[config.mk]
export PLATFORM = sky130hd
export DESIGN_NAME = flash_cmd_gate
export DESIGN_NICKNAME = d
export VERILOG_FILES = /design/src/rtl/fcg_pkg.sv /design/src/rtl/fcg_sync.sv /design/src/rtl/fcg_bitcount.sv /design/src/rtl/fcg_decide.sv /design/src/rtl/flash_cmd_gate.sv
export SDC_FILE = /design/constraint.sdc
export NUM_CORES = 1
export LEC_CHECK = 0
export BUFFER_PORTS_ARGS = -buffer_cell sky130_fd_sc_hd__buf_2
export CAP_MARGIN = 40
export CORE_MARGIN = 1
export CORE_UTILIZATION = 40
export CTS_BUF_LIST = sky130_fd_sc_hd__clkbuf_2 sky130_fd_sc_hd__clkbuf_4 sky130_fd_sc_hd__clkbuf_8
export CTS_CLUSTER_SIZE = 20
export DETAILED_ROUTE_END_ITERATION = 10
export PLACE_DENSITY = 0.7
export SLEW_MARGIN = 40
export SYNTH_ARGS = -nofsm -noshare
export SYNTH_HDL_FRONTEND = slang
export SYNTH_SLANG_ARGS = --single-unit
[constraint.sdc]
create_clock -name clk -period 2.25 [get_ports clk]
set_input_delay 0.45 -clock clk [delete_from_list [all_inputs] [get_ports clk]]
set_output_delay 0.45 -clock clk [all_outputs]
set_load 0.01 [all_outputs]
[src/rtl/fcg_pkg.sv]
package fcg_pkg;

  typedef enum logic [3:0] {
    CLS_OTHER   = 4'd0,
    CLS_MODIFY  = 4'd1,
    CLS_READ    = 4'd2,
    CLS_POLL    = 4'd3,
    CLS_SUSPEND = 4'd4,
    CLS_RESUME  = 4'd5
  } cls_e;

  typedef enum logic [2:0] {
    CYC_PROG  = 3'd0,
    CYC_ERASE = 3'd1,
    CYC_OTP   = 3'd2,
    CYC_BULK  = 3'd3,
    CYC_SRWR  = 3'd4,
    CYC_NVCR  = 3'd5
  } cyc_e;

  typedef struct packed {
    logic exec;
    logic reject;
    logic susp;
    logic resume;
  } strobe_t;

  // whole-byte frame: low three bits clear and at least one edge
  function automatic logic byte_aligned(input logic [31:0] n);
    return (n[2:0] == 3'd0) && (n != 32'd0);
  endfunction

  // only plain program and erase cycles may be paused
  function automatic logic may_suspend(input logic [2:0] k);
    return (k == CYC_PROG) || (k == CYC_ERASE);
  endfunction

  // classes that still get through while a cycle runs
  function automatic logic passes_busy(input logic [3:0] c);
    return (c == CLS_POLL) || (c == CLS_SUSPEND) || (c == CLS_RESUME);
  endfunction

endpackage

[src/rtl/fcg_sync.sv]
module fcg_sync #(
  parameter int   STAGES  = 2,
  parameter logic RST_VAL = 1'b0
) (
  input  logic clk,
  input  logic rst_n,
  input  logic d,
  output logic q,
  output logic rise,
  output logic fall
);
  localparam int LAST = STAGES - 1;

  logic [STAGES-1:0] chain;
  logic              prev;

  always_ff @(posedge clk or negedge rst_n) begin
    if (!rst_n) begin
      chain <= {STAGES{RST_VAL}};
      prev  <= RST_VAL;
    end else begin
      chain <= {chain[LAST-1:0], d};
      prev  <= chain[LAST];
    end
  end

  assign q    = chain[LAST];
  assign rise = chain[LAST] & ~prev;
  assign fall = ~chain[LAST] & prev;

endmodule

[src/rtl/fcg_bitcount.sv]
module fcg_bitcount #(
  parameter int CNT_W = 16
) (
  input  logic             clk,
  input  logic             rst_n,
  input  logic             cs_low,
  input  logic             cs_fall,
  input  logic             sck_rise,
  output logic [CNT_W-1:0] cnt
);
  logic count_edge;
  assign count_edge = cs_low & sck_rise;

  always_ff @(posedge clk or negedge rst_n) begin
    if (!rst_n)          cnt <= '0;
    else if (cs_fall)    cnt <= '0;
    else if (count_edge) cnt <= cnt + 1'b1;
  end


  restart_chk: assert property (@(posedge clk) disable iff (!rst_n)
    cs_fall |=> (cnt == '0));

endmodule

[src/rtl/fcg_decide.sv]
module fcg_decide
  import fcg_pkg::*;
#(
  parameter int CNT_W = 16
) (
  input  logic             clk,
  input  logic             rst_n,
  input  logic             frame_end,
  input  logic [CNT_W-1:0] cnt,
  input  logic [3:0]       cls,
  input  logic             busy,
  input  logic [2:0]       kind,
  output logic             exec_o,
  output logic             reject_o,
  output logic             suspend_o,
  output logic             resume_o,
  output logic             suspended_o
);
  strobe_t nxt, st_q;
  logic    susp_q, susp_d;
  logic    has_bits, aligned, blocked;

  assign has_bits = (cnt != '0);
  assign aligned  = byte_aligned(32'(cnt));
  assign blocked  = busy && !passes_busy(cls);

  always_comb begin
    nxt    = '0;
    susp_d = susp_q;
    if (frame_end && has_bits && !blocked) begin
      case (cls)
        CLS_MODIFY: begin
          nxt.exec   = aligned;
          nxt.reject = !aligned;
        end
        CLS_SUSPEND: begin
          if (busy && may_suspend(kind) && !susp_q) begin
            nxt.susp = 1'b1;
            susp_d   = 1'b1;
          end
        end
        CLS_RESUME: begin
          if (susp_q) begin
            nxt.resume = 1'b1;
            susp_d     = 1'b0;
          end
        end
        default: nxt.exec = 1'b1;
      endcase
    end
  end

  always_ff @(posedge clk or negedge rst_n) begin
    if (!rst_n) begin
      st_q   <= '0;
      susp_q <= 1'b0;
    end else begin
      st_q   <= nxt;
      susp_q <= susp_d;
    end
  end

  assign exec_o      = st_q.exec;
  assign reject_o    = st_q.reject;
  assign suspend_o   = st_q.susp;
  assign resume_o    = st_q.resume;
  assign suspended_o = susp_q;


  strobe_onehot_chk: assert property (@(posedge clk) disable iff (!rst_n)
    $onehot0({exec_o, reject_o, suspend_o, resume_o}));


  exec_pulse_chk: assert property (@(posedge clk) disable iff (!rst_n)
    exec_o |=> !exec_o);


  misaligned_no_exec_chk: assert property (@(posedge clk) disable iff (!rst_n)
    (frame_end && cls == CLS_MODIFY && !busy && cnt[2:0] != 3'd0)
      |=> (reject_o && !exec_o));


  busy_drop_chk: assert property (@(posedge clk) disable iff (!rst_n)
    (frame_end && busy && (cls == CLS_MODIFY || cls == CLS_READ))
      |=> !(exec_o || reject_o));


  suspend_sets_flag_chk: assert property (@(posedge clk) disable iff (!rst_n)
    suspend_o |-> suspended_o);


  suspend_kind_chk: assert property (@(posedge clk) disable iff (!rst_n)
    suspend_o |-> ($past(busy) && ($past(kind) == CYC_PROG || $past(kind) == CYC_ERASE)));


  resume_clears_chk: assert property (@(posedge clk) disable iff (!rst_n)
    resume_o |-> (!suspended_o && $past(suspended_o)));

endmodule

[src/rtl/flash_cmd_gate.sv]
module flash_cmd_gate #(
  parameter int SYNC_STAGES = 2,
  parameter int CNT_W       = 16
) (
  input  logic       clk,
  input  logic       rst_n,
  input  logic       sck_i,
  input  logic       cs_n_i,
  input  logic [3:0] op_class_i,
  input  logic       busy_i,
  input  logic [2:0] cyc_kind_i,
  output logic       exec_o,
  output logic       reject_o,
  output logic       suspend_o,
  output logic       resume_o,
  output logic       suspended_o
);
  localparam int LANES = 2;  // lane 0: chip select, lane 1: serial clock

  logic [LANES-1:0] pin_raw, pin_q, pin_rise, pin_fall;
  assign pin_raw = {sck_i, cs_n_i};

  for (genvar g = 0; g < LANES; g++) begin : g_sync
    fcg_sync #(
      .STAGES  (SYNC_STAGES),
      .RST_VAL (logic'(g == 0))
    ) u_sync (
      .clk  (clk),
      .rst_n(rst_n),
      .d    (pin_raw[g]),
      .q    (pin_q[g]),
      .rise (pin_rise[g]),
      .fall (pin_fall[g])
    );
  end

  logic             cs_low, cs_fall, frame_end, sck_rise;
  logic [CNT_W-1:0] edge_cnt;

  assign cs_low    = ~pin_q[0];
  assign cs_fall   = pin_fall[0];
  assign frame_end = pin_rise[0];
  assign sck_rise  = pin_rise[1];

  fcg_bitcount #(.CNT_W(CNT_W)) u_count (
    .clk     (clk),
    .rst_n   (rst_n),
    .cs_low  (cs_low),
    .cs_fall (cs_fall),
    .sck_rise(sck_rise),
    .cnt     (edge_cnt)
  );

  fcg_decide #(.CNT_W(CNT_W)) u_decide (
    .clk        (clk),
    .rst_n      (rst_n),
    .frame_end  (frame_end),
    .cnt        (edge_cnt),
    .cls        (op_class_i),
    .busy       (busy_i),
    .kind       (cyc_kind_i),
    .exec_o     (exec_o),
    .reject_o   (reject_o),
    .suspend_o  (suspend_o),
    .resume_o   (resume_o),
    .suspended_o(suspended_o)
  );

endmodule

==> flow_metrics.py, run 1 <==
metrics = {
    "floorplanning": {
        "initial_core_util_pct": 42.7,
        "die_y_um": 59.5,
        "core_um2": 3100,
        "num_rows": 20,
        "dieArea_um2": 3540,
        "chipWidth_um": 59.5,
        "pin_count": 17,
    },
    "sta": {
        "fin_setup_tns_ns": 0,
        "slew_violations": 0,
        "setup_viol": 0,
        "hold_slack_ns": 0.109,
        "fin_skew_ns": 0.00554,
        "max_slew.worst_pin.slew_ns": 0.600,
        "rsz0062_at_grt": "no",
        "timing.final.hold_violations": 0,
        "max_freq_mhz": 490,
        "fin_crit_sh_pct": 90.8,
        "maxSlewHeadroom_pct": 60.0,
        "post-route-min-period_ns": 2.04,
    },
    "worst_setup_path": {
        "cp_max_fo": 5,
        "crit_path_end_kind": "flop",
        "r2r_start": "u_count.cnt[0]$_DFFE_PN0P_",
        "cpMaxStageDelayCell": "or4_1",
        "cp.depth": 5,
        "worst-path-buf-inv": 0,
        "r2r_setup_slack_ns": 0.21,
        "worst_r2r_endpoint": "u_count.cnt[14]$_DFFE_PN0P_",
        "worstPathCellList": "ha_1, nand4bb_1, or4_1, or4_1, a21oi_1",
        "reg2reg_depth": 5,
        "cp-start-kind": "flop",
        "crit_required_ns": 2.50,
        "cp-endpoint": "u_count.cnt[14]$_DFFE_PN0P_",
        "path_class": "reg2reg",
        "startpoint": "u_count.cnt[0]$_DFFE_PN0P_",
        "crit_arrival_ns": 2.30,
        "critPathMaxStageDelay_ns": 0.59,
        "critical_path.top_delay_family": "simple AND/OR/NAND/NOR gates",
        "path_common_cell": "or4_1",
    },
    "global_routing": {
        "grt_pass1_vias": 1031,
        "grt_pass1_wl_um": 4570,
        "gr-total-overflow": 0,
        "grt_antenna_before_repair": 0,
        "grtUsageTotal_pct": 17.3,
        "grt_max_degree": 28,
    },
    "placed_design": {
        "dpl.hpwl_um": 1800,
        "globalplace.congestion": 0.845,
        "placed_cell_area_um2": 1440,
        "io_buffers": 15,
    },
    "clocking": {
        "clkSinkCount": 27,
        "cts_resized": 0,
        "cts_max_level": 1,
        "cts_setup_buffers": 0,
        "numCtsBuffers": 3,
        "cts_tree": "built",
        "cts_max_path_buffers": 2,
        "holdBufCountCts": 0,
        "path_clk_slew_ns": 0.14,
        "cts_root_buffer": "clkbuf_4",
        "clk-insertion-delay-late_ns": 0.32,
    },
    "cells_and_area": {
        "post-route-cell-area_um2": 1470,
        "drive_gt1_share_pct": 21.2,
        "n_fill_cell": 317,
        "area_growth_syn_to_layout_pct": 10.9,
        "finalNetCount": 161,
        "n_antenna_cell": 0,
    },
    "synthesis": {
        "synthDominantCellAreaShare_pct": 45.4,
        "syn_nets": 145,
        "ys.flop_type": "dfrtp_1",
        "netlist_area_um2": 1320,
        "yosys_warnings": 0,
        "async_flop_share_pct": 100,
        "yosys-top-cells-area": "dfrtp_1, dfstp_2, nor2_1",
        "ys_seq_area_share_pct": 51.3,
        "synth_most_common_cell": "dfrtp_1",
        "syn_avg_cell_area_um2": 10.1,
        "yosysUniqueCellTypes": 39,
        "yosys.area.top_type": "dfrtp_1",
        "synth_common_cells": "dfrtp_1, nor2_1, a21oi_1",
        "netlist_instances": 131,
        "ys_ff_latch": 27,
        "synth_edf_count": 0,
    },
    "run": {
        "maxCapViolCount": 0,
    },
    "min_path": {
        "hold_path_class": "in2async",
    },
    "drt": {
        "route.met2.wl_um": 1220,
        "wl_per_cell_um": 13.3,
        "top_layer": "met4",
        "drtIter0Drc": 38,
        "wirelength_um": 2530,
        "final_antenna_net_count": 0,
        "vias_per_cell": 5.48,
        "first_pass_iters": 4,
        "routedLengthMet1_um": 1190,
        "wl_met3_um": 115,
        "vias": 1042,
        "drc": 0,
    },
    "run_status": {
        "outcome": "complete, no violations",
    },
    "pwr": {
        "powerDensity_nw_per_um2": 551,
        "p_leak_uw": 0.000629,
        "ir_drop_mv": 0.356,
    },
}
-- how the worst min path moves through the flow --
stage / end / startpoint / slack (ns) / depth (start not counted)
6_report: u_decide.reject_o$_DFF_PN0_ / rst_n / 0.11 / 1
5_1_grt: u_decide.reject_o$_DFF_PN0_ / rst_n / 0.13 / 1
2_1_floorplan: g_sync[1].u_sync.chain[0]$_DFF_PN0_ / rst_n / 0.15 / 0
4_1_cts: u_decide.reject_o$_DFF_PN0_ / rst_n / 0.12 / 1
3_5_place_dp: g_sync[1].u_sync.chain[1]$_DFF_PN0_ / g_sync[1].u_sync.chain[0]$_DFF_PN0_ / 0.34 / 0
3_3_place_gp: g_sync[1].u_sync.chain[1]$_DFF_PN0_ / g_sync[1].u_sync.chain[0]$_DFF_PN0_ / 0.33 / 0
-- power breakdown --
part | switching [uW] | internal, uW
clock | 137 | 81.5
sequential | 12.8 | 500
combinational | 43.8 | 33.0
-- cell type report --
cell class	count	area [um2]	share of cell area, %
clock buffer	4	30.0	2.05
timing repair buffer	15	75.1	5.12
tap	44	55.1	3.75
sequential	27	679	46.3
multi-input combinational	94	606	41.3
inverter	6	22.5	1.53
-- per-stage QoR --
step / worst slack, ns / std cells / utilization (%) / total power (uW)
after floorplan: 0.331 / 131 / - / 565
after global placement: 0.283 / 186 / 46.3 / 596
after detailed placement: 0.227 / 186 / 46.3 / 600
after CTS: 0.214 / 190 / 47.3 / 819
after global routing: 0.0608 / 190 / 47.3 / 855
final: 0.208 / 190 / 47.3 / 808
-- placed cells by master (no fill, tap or decap), drive strengths merged, types with 5 or more instances in the layout --
| cell | count |
|---|---|
| nand3 | 6 |
| or3 | 5 |
| inv | 6 |
| a21oi | 8 |
| o31ai | 5 |
| buf | 15 |
| dfrtp | 24 |
| nor2 | 12 |
| nand2 | 5 |
| o21ai | 7 |
-- per-layer routing --
layer	GRT usage, %	vias up
met2	28.6	23
li1	-	509
met4	4.98	0
met1	22.3	507
met3	4.80	3
met5	0	-
-- sequential cells by signal, summed over array words and instances, names as in the netlist --
register              count
u_decide.resume_o         1
g_sync.u_sync.chain       4
u_decide.suspend_o        1
u_decide.suspended_o      1
u_decide.reject_o         1
g_sync.u_sync.prev        2
u_count.cnt              16
u_decide.exec_o           1
-- kinds of logic (layout without fill, tap and decap cells) --
kind of cell               after synthesis  after routing  share of synthesized area (%)
and+or+nand+nor                         61             61                           27.9
DFF                                     27             27                           51.3
AOI/OAI and AO/OA                       24             24                           11.3
adders and majority gates                2              2                           1.89
buffers and inverters                   10             25                           2.93
xor gates and xnor gates                 7              7                           4.63
-- worst register-to-register path, cell delays in order (launching register included) --
cell and delay, ns:
dfrtp_1 0.44, ha_1 0.22, nand4bb_1 0.15, or4_1 0.59, or4_1 0.42, a21oi_1 0.16
No activity file was read; power rests on OpenSTA's default activity.
==> inputs of run 2 (changes only) <==
- PLACE_DENSITY: 0.7 -> unset
- clock period: 2.25 -> 2.6 ns (I/O delays scaled with it)
==> run 2 against run 1 <==
Effect of this change:
- design area fell by 0.17%
- core utilization fell by 0.081 points
- combinational power fell by 13%
- count of clock-buffer cells in the layout decreased by 1
- non-clock buffer count stayed put
- worst hold slack gained 0.071 ns
- sequential cell count is the same
- highest routed layer unchanged
- register-to-register slack improved by 0.37 ns
- fmax up 0.96%
- global-route usage fell by 2.4 points
==> flow_metrics.py, run 2 (synthesized netlist as in run 1, its figures left out) <==
metrics = {
    "run_status": {
        "outcome": "complete, no violations",
    },
    "worst_setup_path": {
        "cp_max_fo": 9,
        "critPathMaxStageDelay_ns": 0.48,
        "r2r_setup_slack_ns": 0.58,
        "worstPathCellList": "or3b_1, or3_4, or4_1, a21oi_1",
        "cp-start-kind": "flop",
        "crit_required_ns": 2.85,
        "crit_arrival_ns": 2.28,
        "cpMaxStageDelayCell": "or4_1",
        "crit_path_end_kind": "flop",
        "path_class": "reg2reg",
    },
    "sta": {
        "rsz0062_at_grt": "no",
        "slew_violations": 0,
        "timing.final.hold_violations": 0,
        "worst_slack_ns": 0.577,
        "fin_setup_tns_ns": 0,
        "setup_viol": 0,
        "maxSlewHeadroom_pct": 60.8,
        "post-route-min-period_ns": 2.02,
        "fin_crit_sh_pct": 77.8,
        "fin_skew_ns": 0.00375,
        "max_slew.worst_pin.slew_ns": 0.587,
        "max_freq_mhz": 494,
    },
    "cells_and_area": {
        "reg_top3": "u_count.cnt: 16 flops, g_sync.u_sync.chain: 4 flops, g_sync.u_sync.prev: 2 flops",
        "post-route-cell-area_um2": 1470,
        "area_growth_syn_to_layout_pct": 10.7,
        "final_common_cell": "dfrtp_1",
        "largest_register_ff_count": 16,
        "n_antenna_cell": 0,
        "finalNetCount": 161,
        "drive_gt1_share_pct": 21.2,
        "regMostFlops": "u_count.cnt",
        "final_cell_mix": "dfrtp_1, buf_2, nor2_1",
        "n_fill_cell": 318,
    },
    "pwr": {
        "ir_drop_mv": 0.289,
        "p_leak_uw": 0.000629,
        "powerDensity_nw_per_um2": 469,
    },
    "clocking": {
        "cts_tree": "built",
        "cts_setup_buffers": 0,
        "cts_root_buffer": "clkbuf_4",
        "cts_max_level": 1,
        "clk-insertion-delay-late_ns": 0.32,
        "cts_resized": 0,
        "path_clk_slew_ns": 0.14,
        "numCtsBuffers": 3,
        "clkSinkCount": 27,
        "holdBufCountCts": 0,
        "cts_max_path_buffers": 2,
    },
    "floorplanning": {
        "num_rows": 20,
        "die_y_um": 59.5,
        "chipWidth_um": 59.5,
        "dieArea_um2": 3540,
        "pin_count": 17,
        "core_um2": 3100,
        "initial_core_util_pct": 42.7,
    },
    "run": {
        "maxCapViolCount": 0,
    },
    "global_routing": {
        "grt_max_degree": 28,
        "grt_antenna_before_repair": 0,
        "grt_pass1_vias": 898,
        "grt_pass1_wl_um": 3920,
        "grtUsageTotal_pct": 14.9,
        "gr-total-overflow": 0,
    },
    "placed_design": {
        "placed_cell_area_um2": 1440,
        "dpl.hpwl_um": 1800,
        "globalplace.congestion": 0.804,
        "dp_slack_ns": 0.611,
        "io_buffers": 15,
    },
    "min_path": {
        "hold_path_class": "in2async",
    },
    "drt": {
        "drc": 0,
        "wirelength_um": 2470,
        "wl_per_cell_um": 13.0,
        "first_pass_iters": 4,
        "drtIter0Drc": 39,
        "vias_per_cell": 5.46,
        "final_antenna_net_count": 0,
        "vias": 1038,
    },
}
==> run 2: changes by cell type in the layout (fill, tap and decap cells not counted), sizes merged <==
cell    delta
clkbuf     -1
clkinv     +1
==> run 2: area by class of cell <==
type / count / area (um2) / area share [%]
flip-flops and latches: 27 / 679 / 46.4
multi-input cells: 94 / 606 / 41.3
repair buffers: 15 / 75.1 / 5.12
well taps: 44 / 55.1 / 3.76
clock buffers: 3 / 22.5 / 1.54
inverters: 6 / 22.5 / 1.54
clock inverters: 1 / 5.00 / 0.342
==> run 2: where the power goes <==
part	internal, uW	total (uW)	switching [uW]
registers	432	443	11.0
clock network	57.6	177	119
logic	28.7	66.9	38.3
==> run 2: path summary, 6_finish.rpt <==
check                                               startpoint                                   to  cells past startpoint
max                        g_sync[0].u_sync.chain[1]$_DFF_PN1_          u_count.cnt[15]$_DFFE_PN0P_                      4
min                                                      rst_n          u_count.cnt[10]$_DFFE_PN0P_                      1
max reg2reg                g_sync[0].u_sync.chain[1]$_DFF_PN1_          u_count.cnt[15]$_DFFE_PN0P_                      4
min reg2reg                g_sync[0].u_sync.chain[0]$_DFF_PN1_  g_sync[0].u_sync.chain[1]$_DFF_PN1_                      0
max in group asynchronous                                rst_n      g_sync[0].u_sync.prev$_DFF_PN1_                      1
min in group clk                                        cs_n_i  g_sync[0].u_sync.chain[0]$_DFF_PN1_                      1
==> run 2: worst max-delay path: cells and delay by family, from the launching register on <==
kind	cells	cell delay, ns
AND/OR/NAND/NOR	3	1.38
flip-flops	1	0.43
AO/OA/AOI/OAI	1	0.16
==> run 2: per-stage QoR <==
stage                     utilization [%]  hold WS [ns]  power [uW]  cells
after floorplan                         -         0.224         489    131
after global placement               46.3         0.342         516    186
after detailed placement             46.3         0.338         519    186
after CTS                            47.2         0.193         699    190
after global routing                 47.2         0.207         719    190
final                                47.2         0.180         687    190
==> run 2: routing by layer <==
| metal | vias up | GRT usage (%) | part of all wire, % |
|---|---|---|---|
| met5 | - | 0 | 0 |
| met4 | 0 | 6.98 | 0.69 |
| met3 | 2 | 1.97 | 3.2 |
| met2 | 21 | 24.4 | 48 |
| met1 | 514 | 19.5 | 48 |
| li1 | 501 | - | - |
